<file path="config.mk">
export PLATFORM = sky130hd
export DESIGN_NAME = fetch_line_packer
export DESIGN_NICKNAME = d
export VERILOG_FILES = /design/src/rtl/flp_pkg.sv /design/src/rtl/flp_line_store.sv /design/src/rtl/flp_retry_slot.sv /design/src/rtl/flp_packer.sv /design/src/rtl/fetch_line_packer.sv
export SDC_FILE = /design/constraint.sdc
export NUM_CORES = 2
export LEC_CHECK = 0
export BUFFER_PORTS_ARGS = -buffer_cell sky130_fd_sc_hd__buf_2
export CORE_AREA = 2 2 395 397
export CTS_BUF_LIST = sky130_fd_sc_hd__clkbuf_16
export DETAILED_ROUTE_END_ITERATION = 7
export DIE_AREA = 0 0 397 399
export MAX_ROUTING_LAYER = met4
export PLACE_DENSITY_LB_ADDON = 0.05
export SLEW_MARGIN = 20
export SYNTH_ARGS = -nofsm -noshare
export SYNTH_HDL_FRONTEND = slang
export SYNTH_HIERARCHICAL = 1
export SYNTH_SLANG_ARGS = --single-unit
</file>
<file path="constraint.sdc">
create_clock -name clk -period 29.6 [get_ports clk]
set_input_delay 2.96 -clock clk [delete_from_list [all_inputs] [get_ports clk]]
set_output_delay 2.96 -clock clk [all_outputs]
set_load 0.01 [all_outputs]
</file>
<file path="src/rtl/flp_pkg.sv">
// Shared types for the fetch line packer.
// Assumes: one state value per thread, held by the top module.
package flp_pkg;

    typedef enum logic [2:0] {
        TS_RUN        = 3'd0,
        TS_WAIT_RETRY = 3'd1,
        TS_WAIT_RESP  = 3'd2,
        TS_QUIESCE    = 3'd3,
        TS_TRAP       = 3'd4
    } thr_state_e;

endpackage

</file>
<file path="src/rtl/flp_line_store.sv">
// Per-thread line buffers. Each holds one line, its tag and a valid bit.
// Assumes: alloc and fill never target the same thread in the same cycle.
module flp_line_store #(
    parameter int NTHREADS  = 2,
    parameter int LINE_BITS = 512,
    parameter int TAG_W     = 26,
    parameter int TID_W     = 1
) (
    input  logic                 clk,
    input  logic                 rst_n,
    input  logic                 alloc_en,
    input  logic [TID_W-1:0]     alloc_tid,
    input  logic [TAG_W-1:0]     alloc_tag,
    input  logic                 fill_en,
    input  logic [TID_W-1:0]     fill_tid,
    input  logic [LINE_BITS-1:0] fill_data,
    input  logic [TID_W-1:0]     rd_tid,
    output logic                 rd_valid,
    output logic [TAG_W-1:0]     rd_tag,
    output logic [LINE_BITS-1:0] rd_data
);

    logic                 vld_q  [NTHREADS];
    logic [TAG_W-1:0]     tag_q  [NTHREADS];
    logic [LINE_BITS-1:0] data_q [NTHREADS];

    for (genvar t = 0; t < NTHREADS; t++) begin : g_thr
        // Tag and valid: cleared on reset, invalidated on alloc, set on fill.
        always_ff @(posedge clk) begin
            if (!rst_n) begin
                vld_q[t] <= 1'b0;
                tag_q[t] <= '0;
            end else if (alloc_en && alloc_tid == TID_W'(t)) begin
                vld_q[t] <= 1'b0;
                tag_q[t] <= alloc_tag;
            end else if (fill_en && fill_tid == TID_W'(t)) begin
                vld_q[t] <= 1'b1;
            end
        end

        // Line data: captured whenever a fill targets this thread.
        always_ff @(posedge clk) begin
            if (fill_en && fill_tid == TID_W'(t)) begin
                data_q[t] <= fill_data;
            end
        end

        AST_FILL_MAKES_VALID: assert property (@(posedge clk) disable iff (!rst_n)
            (fill_en && fill_tid == TID_W'(t)) |=> vld_q[t]);
    end

    assign rd_valid = vld_q[rd_tid];
    assign rd_tag   = tag_q[rd_tid];
    assign rd_data  = data_q[rd_tid];

endmodule

</file>
<file path="src/rtl/flp_retry_slot.sv">
// Single shared retry slot. It keeps one refused line request and the
// thread that owns it, and raises a block flag until the cache accepts.
// Assumes: park_en is only asserted while the slot is empty.
module flp_retry_slot #(
    parameter int ADDR_W = 32,
    parameter int TID_W  = 1
) (
    input  logic              clk,
    input  logic              rst_n,
    input  logic              park_en,
    input  logic [ADDR_W-1:0] park_addr,
    input  logic [TID_W-1:0]  park_tid,
    input  logic              creq_ready,
    output logic              blocked,
    output logic [ADDR_W-1:0] slot_addr,
    output logic [TID_W-1:0]  slot_tid,
    output logic              retry_done
);

    logic              blk_q;
    logic [ADDR_W-1:0] addr_q;
    logic [TID_W-1:0]  tid_q;

    assign retry_done = blk_q && creq_ready;

    // Slot state: filled on park, released on acceptance.
    always_ff @(posedge clk) begin
        if (!rst_n) begin
            blk_q  <= 1'b0;
            addr_q <= '0;
            tid_q  <= '0;
        end else if (retry_done) begin
            blk_q <= 1'b0;
        end else if (park_en && !blk_q) begin
            blk_q  <= 1'b1;
            addr_q <= park_addr;
            tid_q  <= park_tid;
        end
    end

    assign blocked   = blk_q;
    assign slot_addr = addr_q;
    assign slot_tid  = tid_q;

    AST_SLOT_HELD: assert property (@(posedge clk) disable iff (!rst_n)
        (blk_q && !creq_ready) |=> (blk_q && $stable(addr_q) && $stable(tid_q)));

endmodule

</file>
<file path="src/rtl/flp_packer.sv">
// Combinational packer. It extracts consecutive words of a line starting
// at the PC's word offset and stops at the line end, the width, or the
// first predicted-taken or quiesce slot, which is itself kept.
// Assumes: the caller gates the outputs with its own hit qualifier.
module flp_packer #(
    parameter int FW     = 4,
    parameter int WORDS  = 16,
    parameter int ADDR_W = 32,
    parameter int CNT_W  = 3
) (
    input  logic [WORDS*32-1:0] line_data,
    input  logic [ADDR_W-1:0]   pc,
    input  logic [FW-1:0]       br_taken,
    input  logic [FW*ADDR_W-1:0] br_target,
    input  logic [FW-1:0]       quiesce,
    output logic [FW-1:0]       lane_valid,
    output logic [FW*32-1:0]    lane_inst,
    output logic [FW*ADDR_W-1:0] lane_pc,
    output logic [CNT_W-1:0]    lane_count,
    output logic [ADDR_W-1:0]   lane_next_pc,
    output logic                lane_qhit
);

    localparam int OFF_W = $clog2(WORDS);
    localparam int IDX_W = OFF_W + 1;

    logic [ADDR_W-1:0] base_pc;
    logic [OFF_W-1:0]  off;

    assign base_pc = {pc[ADDR_W-1:2], 2'b00};
    assign off     = pc[OFF_W+1:2];

    // Walk the lanes in order and stop at the first terminating condition.
    always_comb begin : p_pack
        logic              stop;
        logic [IDX_W-1:0]  idx;
        logic [ADDR_W-1:0] lpc;
        stop         = 1'b0;
        lane_valid   = '0;
        lane_inst    = '0;
        lane_pc      = '0;
        lane_count   = '0;
        lane_next_pc = base_pc;
        lane_qhit    = 1'b0;
        for (int i = 0; i < FW; i++) begin
            idx = {1'b0, off} + IDX_W'(i);
            lpc = base_pc + ADDR_W'(i * 4);
            if (!stop && idx < IDX_W'(WORDS)) begin
                lane_valid[i]              = 1'b1;
                lane_inst[i*32 +: 32]      = line_data[idx[OFF_W-1:0]*32 +: 32];
                lane_pc[i*ADDR_W +: ADDR_W] = lpc;
                lane_count                 = lane_count + 1'b1;
                lane_next_pc               = br_taken[i] ? br_target[i*ADDR_W +: ADDR_W]
                                                         : lpc + ADDR_W'(4);
                lane_qhit                  = lane_qhit | quiesce[i];
                if (br_taken[i] || quiesce[i]) begin
                    stop = 1'b1;
                end
            end
        end
    end

endmodule

</file>
<file path="src/rtl/fetch_line_packer.sv">
// Top of the fetch line buffer and packer. It keeps the per-thread state,
// decides hit, miss, fault or hold for each fetch, drives the cache
// request port and muxes the output slots.
// Assumes: at most one fetching thread per cycle; external logic supplies
// branch and quiesce flags per output slot.
module fetch_line_packer #(
    parameter int          NTHREADS   = 2,
    parameter int          FW         = 4,
    parameter int          LINE_BYTES = 64,
    parameter int          ADDR_W     = 32,
    parameter logic [31:0] NOP_WORD   = 32'h0000_0013,
    localparam int         TID_W      = (NTHREADS > 1) ? $clog2(NTHREADS) : 1,
    localparam int         WORDS      = LINE_BYTES / 4,
    localparam int         LINE_BITS  = LINE_BYTES * 8,
    localparam int         CNT_W      = $clog2(FW + 1)
) (
    input  logic                 clk,
    input  logic                 rst_n,
    input  logic                 fetch_req,
    input  logic [TID_W-1:0]     fetch_tid,
    input  logic [ADDR_W-1:0]    fetch_pc,
    input  logic                 xlat_fault,
    input  logic                 irq_pending,
    input  logic                 squash_req,
    input  logic [TID_W-1:0]     squash_tid,
    output logic                 creq_valid,
    input  logic                 creq_ready,
    output logic [ADDR_W-1:0]    creq_addr,
    output logic [TID_W-1:0]     creq_tid,
    input  logic                 cresp_valid,
    input  logic [TID_W-1:0]     cresp_tid,
    input  logic [LINE_BITS-1:0] cresp_line,
    input  logic [FW-1:0]        br_taken,
    input  logic [FW*ADDR_W-1:0] br_target,
    input  logic [FW-1:0]        quiesce,
    output logic [FW-1:0]        slot_valid,
    output logic [FW*32-1:0]     slot_inst,
    output logic [FW*ADDR_W-1:0] slot_pc,
    output logic                 slot_fault,
    output logic [CNT_W-1:0]     slot_count,
    output logic [ADDR_W-1:0]    next_pc
);
    import flp_pkg::*;

    localparam int LOFF_W = $clog2(LINE_BYTES);
    localparam int TAG_W  = ADDR_W - LOFF_W;

    thr_state_e thr_q [NTHREADS];

    logic [TAG_W-1:0]     fetch_tag;
    logic [ADDR_W-1:0]    aligned_pc;
    logic                 rd_valid;
    logic [TAG_W-1:0]     rd_tag;
    logic [LINE_BITS-1:0] rd_data;
    logic                 blocked, retry_done;
    logic [ADDR_W-1:0]    rs_addr;
    logic [TID_W-1:0]     rs_tid;
    logic                 sq_same, irq_hold, attempt, hit;
    logic                 do_fault, do_pack, do_miss, park_en, fill_en;
    logic [FW-1:0]        lane_valid;
    logic [FW*32-1:0]     lane_inst;
    logic [FW*ADDR_W-1:0] lane_pc;
    logic [CNT_W-1:0]     lane_count;
    logic [ADDR_W-1:0]    lane_next_pc;
    logic                 lane_qhit;

    assign fetch_tag  = fetch_pc[ADDR_W-1:LOFF_W];
    assign aligned_pc = {fetch_tag, {LOFF_W{1'b0}}};

    // Classify this cycle's fetch attempt.
    assign sq_same  = squash_req && (squash_tid == fetch_tid);
    assign irq_hold = irq_pending && (fetch_pc[1:0] == 2'b00);
    assign attempt  = fetch_req && !sq_same && !blocked && !irq_hold
                      && (thr_q[fetch_tid] == TS_RUN);
    assign hit      = rd_valid && (rd_tag == fetch_tag);
    assign do_fault = attempt && xlat_fault;
    assign do_pack  = attempt && !xlat_fault && hit;
    assign do_miss  = attempt && !xlat_fault && !hit;
    assign park_en  = do_miss && !creq_ready;
    assign fill_en  = cresp_valid && (thr_q[cresp_tid] == TS_WAIT_RESP);

    flp_line_store #(
        .NTHREADS (NTHREADS),
        .LINE_BITS(LINE_BITS),
        .TAG_W    (TAG_W),
        .TID_W    (TID_W)
    ) u_store (
        .clk      (clk),
        .rst_n    (rst_n),
        .alloc_en (do_miss),
        .alloc_tid(fetch_tid),
        .alloc_tag(fetch_tag),
        .fill_en  (fill_en),
        .fill_tid (cresp_tid),
        .fill_data(cresp_line),
        .rd_tid   (fetch_tid),
        .rd_valid (rd_valid),
        .rd_tag   (rd_tag),
        .rd_data  (rd_data)
    );

    flp_retry_slot #(
        .ADDR_W(ADDR_W),
        .TID_W (TID_W)
    ) u_retry (
        .clk       (clk),
        .rst_n     (rst_n),
        .park_en   (park_en),
        .park_addr (aligned_pc),
        .park_tid  (fetch_tid),
        .creq_ready(creq_ready),
        .blocked   (blocked),
        .slot_addr (rs_addr),
        .slot_tid  (rs_tid),
        .retry_done(retry_done)
    );

    flp_packer #(
        .FW    (FW),
        .WORDS (WORDS),
        .ADDR_W(ADDR_W),
        .CNT_W (CNT_W)
    ) u_pack (
        .line_data   (rd_data),
        .pc          (fetch_pc),
        .br_taken    (br_taken),
        .br_target   (br_target),
        .quiesce     (quiesce),
        .lane_valid  (lane_valid),
        .lane_inst   (lane_inst),
        .lane_pc     (lane_pc),
        .lane_count  (lane_count),
        .lane_next_pc(lane_next_pc),
        .lane_qhit   (lane_qhit)
    );

    // Cache request port: the parked request has priority over new misses.
    always_comb begin
        creq_valid = blocked || do_miss;
        creq_addr  = blocked ? rs_addr : aligned_pc;
        creq_tid   = blocked ? rs_tid  : fetch_tid;
    end

    // Output slot mux: packed group, single fault no-op, or nothing.
    always_comb begin
        slot_valid = '0;
        slot_inst  = '0;
        slot_pc    = '0;
        slot_fault = 1'b0;
        slot_count = '0;
        next_pc    = fetch_pc;
        if (do_pack) begin
            slot_valid = lane_valid;
            slot_inst  = lane_inst;
            slot_pc    = lane_pc;
            slot_count = lane_count;
            next_pc    = lane_next_pc;
        end else if (do_fault) begin
            slot_valid[0]        = 1'b1;
            slot_inst[31:0]      = NOP_WORD;
            slot_pc[ADDR_W-1:0]  = {fetch_pc[ADDR_W-1:2], 2'b00};
            slot_fault           = 1'b1;
            slot_count           = CNT_W'(1);
        end
    end

    for (genvar t = 0; t < NTHREADS; t++) begin : g_state
        // Thread state: squash first, then fill, retry acceptance, fetch events.
        always_ff @(posedge clk) begin
            if (!rst_n) begin
                thr_q[t] <= TS_RUN;
            end else if (squash_req && squash_tid == TID_W'(t)) begin
                thr_q[t] <= TS_RUN;
            end else if (fill_en && cresp_tid == TID_W'(t)) begin
                thr_q[t] <= TS_RUN;
            end else if (retry_done && rs_tid == TID_W'(t) && thr_q[t] == TS_WAIT_RETRY) begin
                thr_q[t] <= TS_WAIT_RESP;
            end else if (fetch_tid == TID_W'(t)) begin
                if (do_miss) begin
                    thr_q[t] <= creq_ready ? TS_WAIT_RESP : TS_WAIT_RETRY;
                end else if (do_fault) begin
                    thr_q[t] <= TS_TRAP;
                end else if (do_pack && lane_qhit) begin
                    thr_q[t] <= TS_QUIESCE;
                end
            end
        end
    end

    AST_BLOCK_STALLS: assert property (@(posedge clk) disable iff (!rst_n)
        blocked |-> (slot_count == '0));

    AST_HIT_NO_REQ: assert property (@(posedge clk) disable iff (!rst_n)
        (slot_count != '0 && !slot_fault) |-> !creq_valid);

    AST_IRQ_HOLD: assert property (@(posedge clk) disable iff (!rst_n)
        (fetch_req && irq_hold) |-> (slot_count == '0 && (blocked || !creq_valid)));

    AST_SQUASH_RESUMES: assert property (@(posedge clk) disable iff (!rst_n)
        squash_req |=> (thr_q[$past(squash_tid)] == TS_RUN));

endmodule

</file>
==> flow_results.org <==
** Timing
- Setup violations remaining at the end of the flow were counted as 0.
- Worst Tran Pin Value :: 1.63 ns
- Adding up every negative setup slack in the final design gives 0 ns.
- Worst slew margin relative to its limit :: -8.70%
- The final hold violation count came to 0.
- Minimum setup slack in the final design :: 17.92 ns
- Clock period minus worst slack :: 11.68 ns
- Setup repair after global routing left no endpoint under its margin.
- In the finished design, the share of the clock period the worst path needs comes to 39.5%.
- Fmax :: 85.6 MHz
- Minimum hold slack :: 0.455 ns
- Final Max Tran Viols :: 80
- Final clock skew :: 0.0340 ns

** Drt
- After detailed routing, the total wire length is 249000 um.
- The count of nets left with antenna violations once routing finished came out at 0.
- After detailed routing, the number of remaining DRC violations is 0.
- Total number of vias :: 46555
- Vias per std cell :: 6.22
- Drt wl/cell :: 33.3 um
- Initial DRC Count :: 4837
- The first detailed-routing pass took 8 iterations.

** CTS
- Buffers added to address setup during post-CTS repair amount to 0.
- TritonCTS sink count :: 1118
- CTS tree :: yes
- The H-tree was split into 4 levels.
- For the worst-skew pair, the clock arrives at the later sink with an insertion delay of 0.77 ns.
- Post-cts hold buffer count :: 0
- The tree is rooted in a sky130_fd_sc_hd__clkbuf_16.
- Clock tree synthesis inserted a total of 131 buffers.
- Clock-pin transition on the worst setup and hold timing paths :: 0.05 ns
- After clock tree synthesis, the repair step resized 0 gates.
- The clock passes through at most 3 buffers.

** Job
- Max Cap Violations :: 0

** Critical path
- For flop-to-flop paths, the worst setup slack is 24.78 ns.
- The startpoint identified for the worst register-to-register timing path is thr_q[0][2].
- Counting cells, the worst reg-to-reg path comes to 9.
- Critical Path Source Type :: input pin
- In this run the critical register-to-register path is captured at u_store/data_q[1][355].
- Crit Path Max Fanout :: 27
- Crit path required time :: 26.64 ns
- The critical path in this run is classified as in -> out.
- STA classifies the critical path endpoint as an output port.
- Crit path DAT :: 8.72 ns

** Power and ir drop
- Sequential share of power :: 44.4%
- Clock share of power :: 40.4%
- Dividing total power by cell area gives a power density of 51.7 nW/um^2.
- VDD sags by at most 0.0479 mV.
- Combinational logic burns 15.2% of the power.
- Switching power as a share of total power :: 25.5%
- For this design the total switching power over the nets is 1020 uW.
- Leakage dissipation :: 0.0272 uW
- Internal power of the cells :: 2980 uW

** GRT
- After global routing the overflow that remains totals 0.
- Number of antenna violations at the first check in global routing :: 151
- Total global-route track usage :: 31.7%
- Global-route wire length before repair :: 347000 um
- Number of global-route vias before repair :: 45431
- Entering global routing, the biggest net connects 209 pins.

** Die
- The total area inside the core boundary comes to 154000 um^2.
- Measured along the y axis, the die boundary spans 399 um.
- I/O pin cnt :: 1021
- Num rows :: 144
- The die covers 158000 um^2.
- Once the floorplan was initialized, standard cells occupied 43.3% of the core.
- Horizontal die dimension :: 397 um

** Placement
- Count of port buffers added during placement :: 1012
- Pre-CTS setup slack :: 18.07 ns
- Number of instances in the placed design :: 7163
- Weighted congestion reported at the end of routability-driven placement :: 0.977
- HPWL reported at the end of detailed placement :: 175000 um

** Synth
- Predominant post-synthesis flop cell :: sky130_fd_sc_hd__edfxtp_1
- Of all flip-flops after synthesis, the portion carrying an async set or reset was 0%.
- Mean cell area of the mapped netlist :: 15.0 um^2
- In this run, synthesis inferred 1083 flip-flops with an integrated enable.
- During synthesis, Yosys emitted a total of 6 warnings.
- Fraction of the yosys area taken by sequential cells :: 49.9%
- After technology mapping, the gate count stands at 4433.
- Mapped Area :: 66600 um^2
- Number of storage elements in the synthesis netlist :: 1118
- The number of different library cells used by synthesis comes to 81.

** Min path
- The path class of the tightest hold or removal check is reg -> reg.
- Counting instances, the worst hold path has a depth of 2.
- The worst hold path terminates at u_retry/slot_addr[4].
- The startpoint identified for the worst hold timing path is u_retry/slot_addr[4].

** Finish
- Number of filler cells placed in the layout :: 13560
- From synthesis to final layout, the design area changed by 16.0%.
- Fin cells :: 7485
- Share of final-layout standard cells stronger than drive strength 1 :: 47.2%
- In the layout the commonest cells are 1083 x sky130_fd_sc_hd__edfxtp_1, 1007 x sky130_fd_sc_hd__buf_2, 608 x sky130_fd_sc_hd__mux4_2.
- For this run, the post-layout net count is 5952.
- Most common library cell in the layout ignoring fill and taps :: sky130_fd_sc_hd__edfxtp_1

** Run status
- The checks that failed: max-slew violations.
- The run finished, with violations left.
==> through the flow <==
| stage | utilization (%) | power [uW] | cell area [um^2] |
|---|---|---|---|
| floorplan | - | 2220 | 66600 |
| global placement | 47.3 | 2400 | 72700 |
| detailed placement | 47.3 | 2410 | 72700 |
| CTS | 50.1 | 4020 | 77000 |
| global route | 50.2 | 4120 | 77200 |
| finish | 50.3 | 3990 | 77300 |
==> area by class of cell <==
cell class	instances	area (um^2)	share of cell area [%]
Antenna cell	90	225	0.292
Clock buffer	134	3350	4.34
Clock inverter	97	946	1.22
Inverter	14	67.6	0.0875
Multi-Input combinational cell	2897	31100	40.2
Sequential cell	1118	33200	43.0
Tap cell	2044	2560	3.31
Timing Repair Buffer	1091	5800	7.50
==> metal layers <==
layer | wire, um | vias up | GRT usage [%] | share of wire [%]
li1 | - | 19408 | - | -
met3 | 21800 | 529 | 8.10 | 8.7
met4 | 10600 | 0 | 12.8 | 4.3
met1 | 98600 | 24213 | 40.2 | 40
met5 | 0 | - | - | 0
met2 | 119000 | 2405 | 48.9 | 48
==> worst max-delay path by stage <==
stage,start,end,slack (ns)
final,fetch_pc[4],next_pc[26],17.92
after global routing,fetch_pc[4],next_pc[26],17.66
after CTS,fetch_pc[4],next_pc[26],18.06
after detailed placement,fetch_pc[4],next_pc[26],18.07
after global placement,fetch_pc[4],next_pc[26],18.12
after floorplan,cresp_tid,u_store/vld_q[0],2.04
==> synthesized netlist by cell type, drive strengths merged (25+ instances only) <==
master,n,share of area (%)
a211oi,77,0.87
nand4,39,0.38
or3,25,0.24
xor2,83,1.1
xnor2,84,1.1
mux4,608,21
edfxtp,1083,49
o211ai,28,0.32
nor4,37,0.40
nand3,55,0.43
dfxtp,35,1.1
mux2i,83,1.2
a22o,30,0.39
nor3,33,0.25
mux2,597,10
buf,224,2.5
nor2,191,1.1
a21oi,65,0.49
o21ai,87,0.65
nor2b,44,0.41
clkbuf,192,1.1
and2,338,3.2
nand2,211,1.2
==> registers in the layout, summed over array words and instances, names as in the netlist <==
register,count
thr_q,6
u_retry/blocked,1
u_retry/slot_addr,32
u_retry/slot_tid,1
u_store/data_q,1024
u_store/tag_q,52
u_store/vld_q,2
==> power groups by stage <==
stage,Combinational (uW),Clock [uW],Sequential (uW)
CTS,603,1650,1770
floorplan,391,0,1830
finish,606,1610,1770
detailed placement,600,0,1810
global placement,598,0,1810
global route,637,1710,1780
==> kinds of logic after synthesis <==
logic type,after synthesis,synth area share (%)
compound gates,368,3.71
xor+xnor,167,2.20
fa+ha+maj,8,0.150
buf+inv,430,3.68
flops,1118,49.9
mux,1288,31.9
other cells,3,0.0169
simple gates,1051,8.44
==> worst max-delay path: stages <==
cell and delay [ns]:
sky130_fd_sc_hd__buf_4 0.51, sky130_fd_sc_hd__buf_4 0.69, sky130_fd_sc_hd__nand3_1 0.65, sky130_fd_sc_hd__or3_1 0.59, sky130_fd_sc_hd__a221oi_1 0.67, sky130_fd_sc_hd__nand3_1 0.44, sky130_fd_sc_hd__nor4_2 0.78, sky130_fd_sc_hd__and3_1 0.25
sky130_fd_sc_hd__nor3_1 0.05, sky130_fd_sc_hd__o21ai_0 0.51, sky130_fd_sc_hd__a21oi_1 0.14, sky130_fd_sc_hd__mux2_2 0.29, sky130_fd_sc_hd__buf_2 0.14
Power figures use the tool's default switching activity.
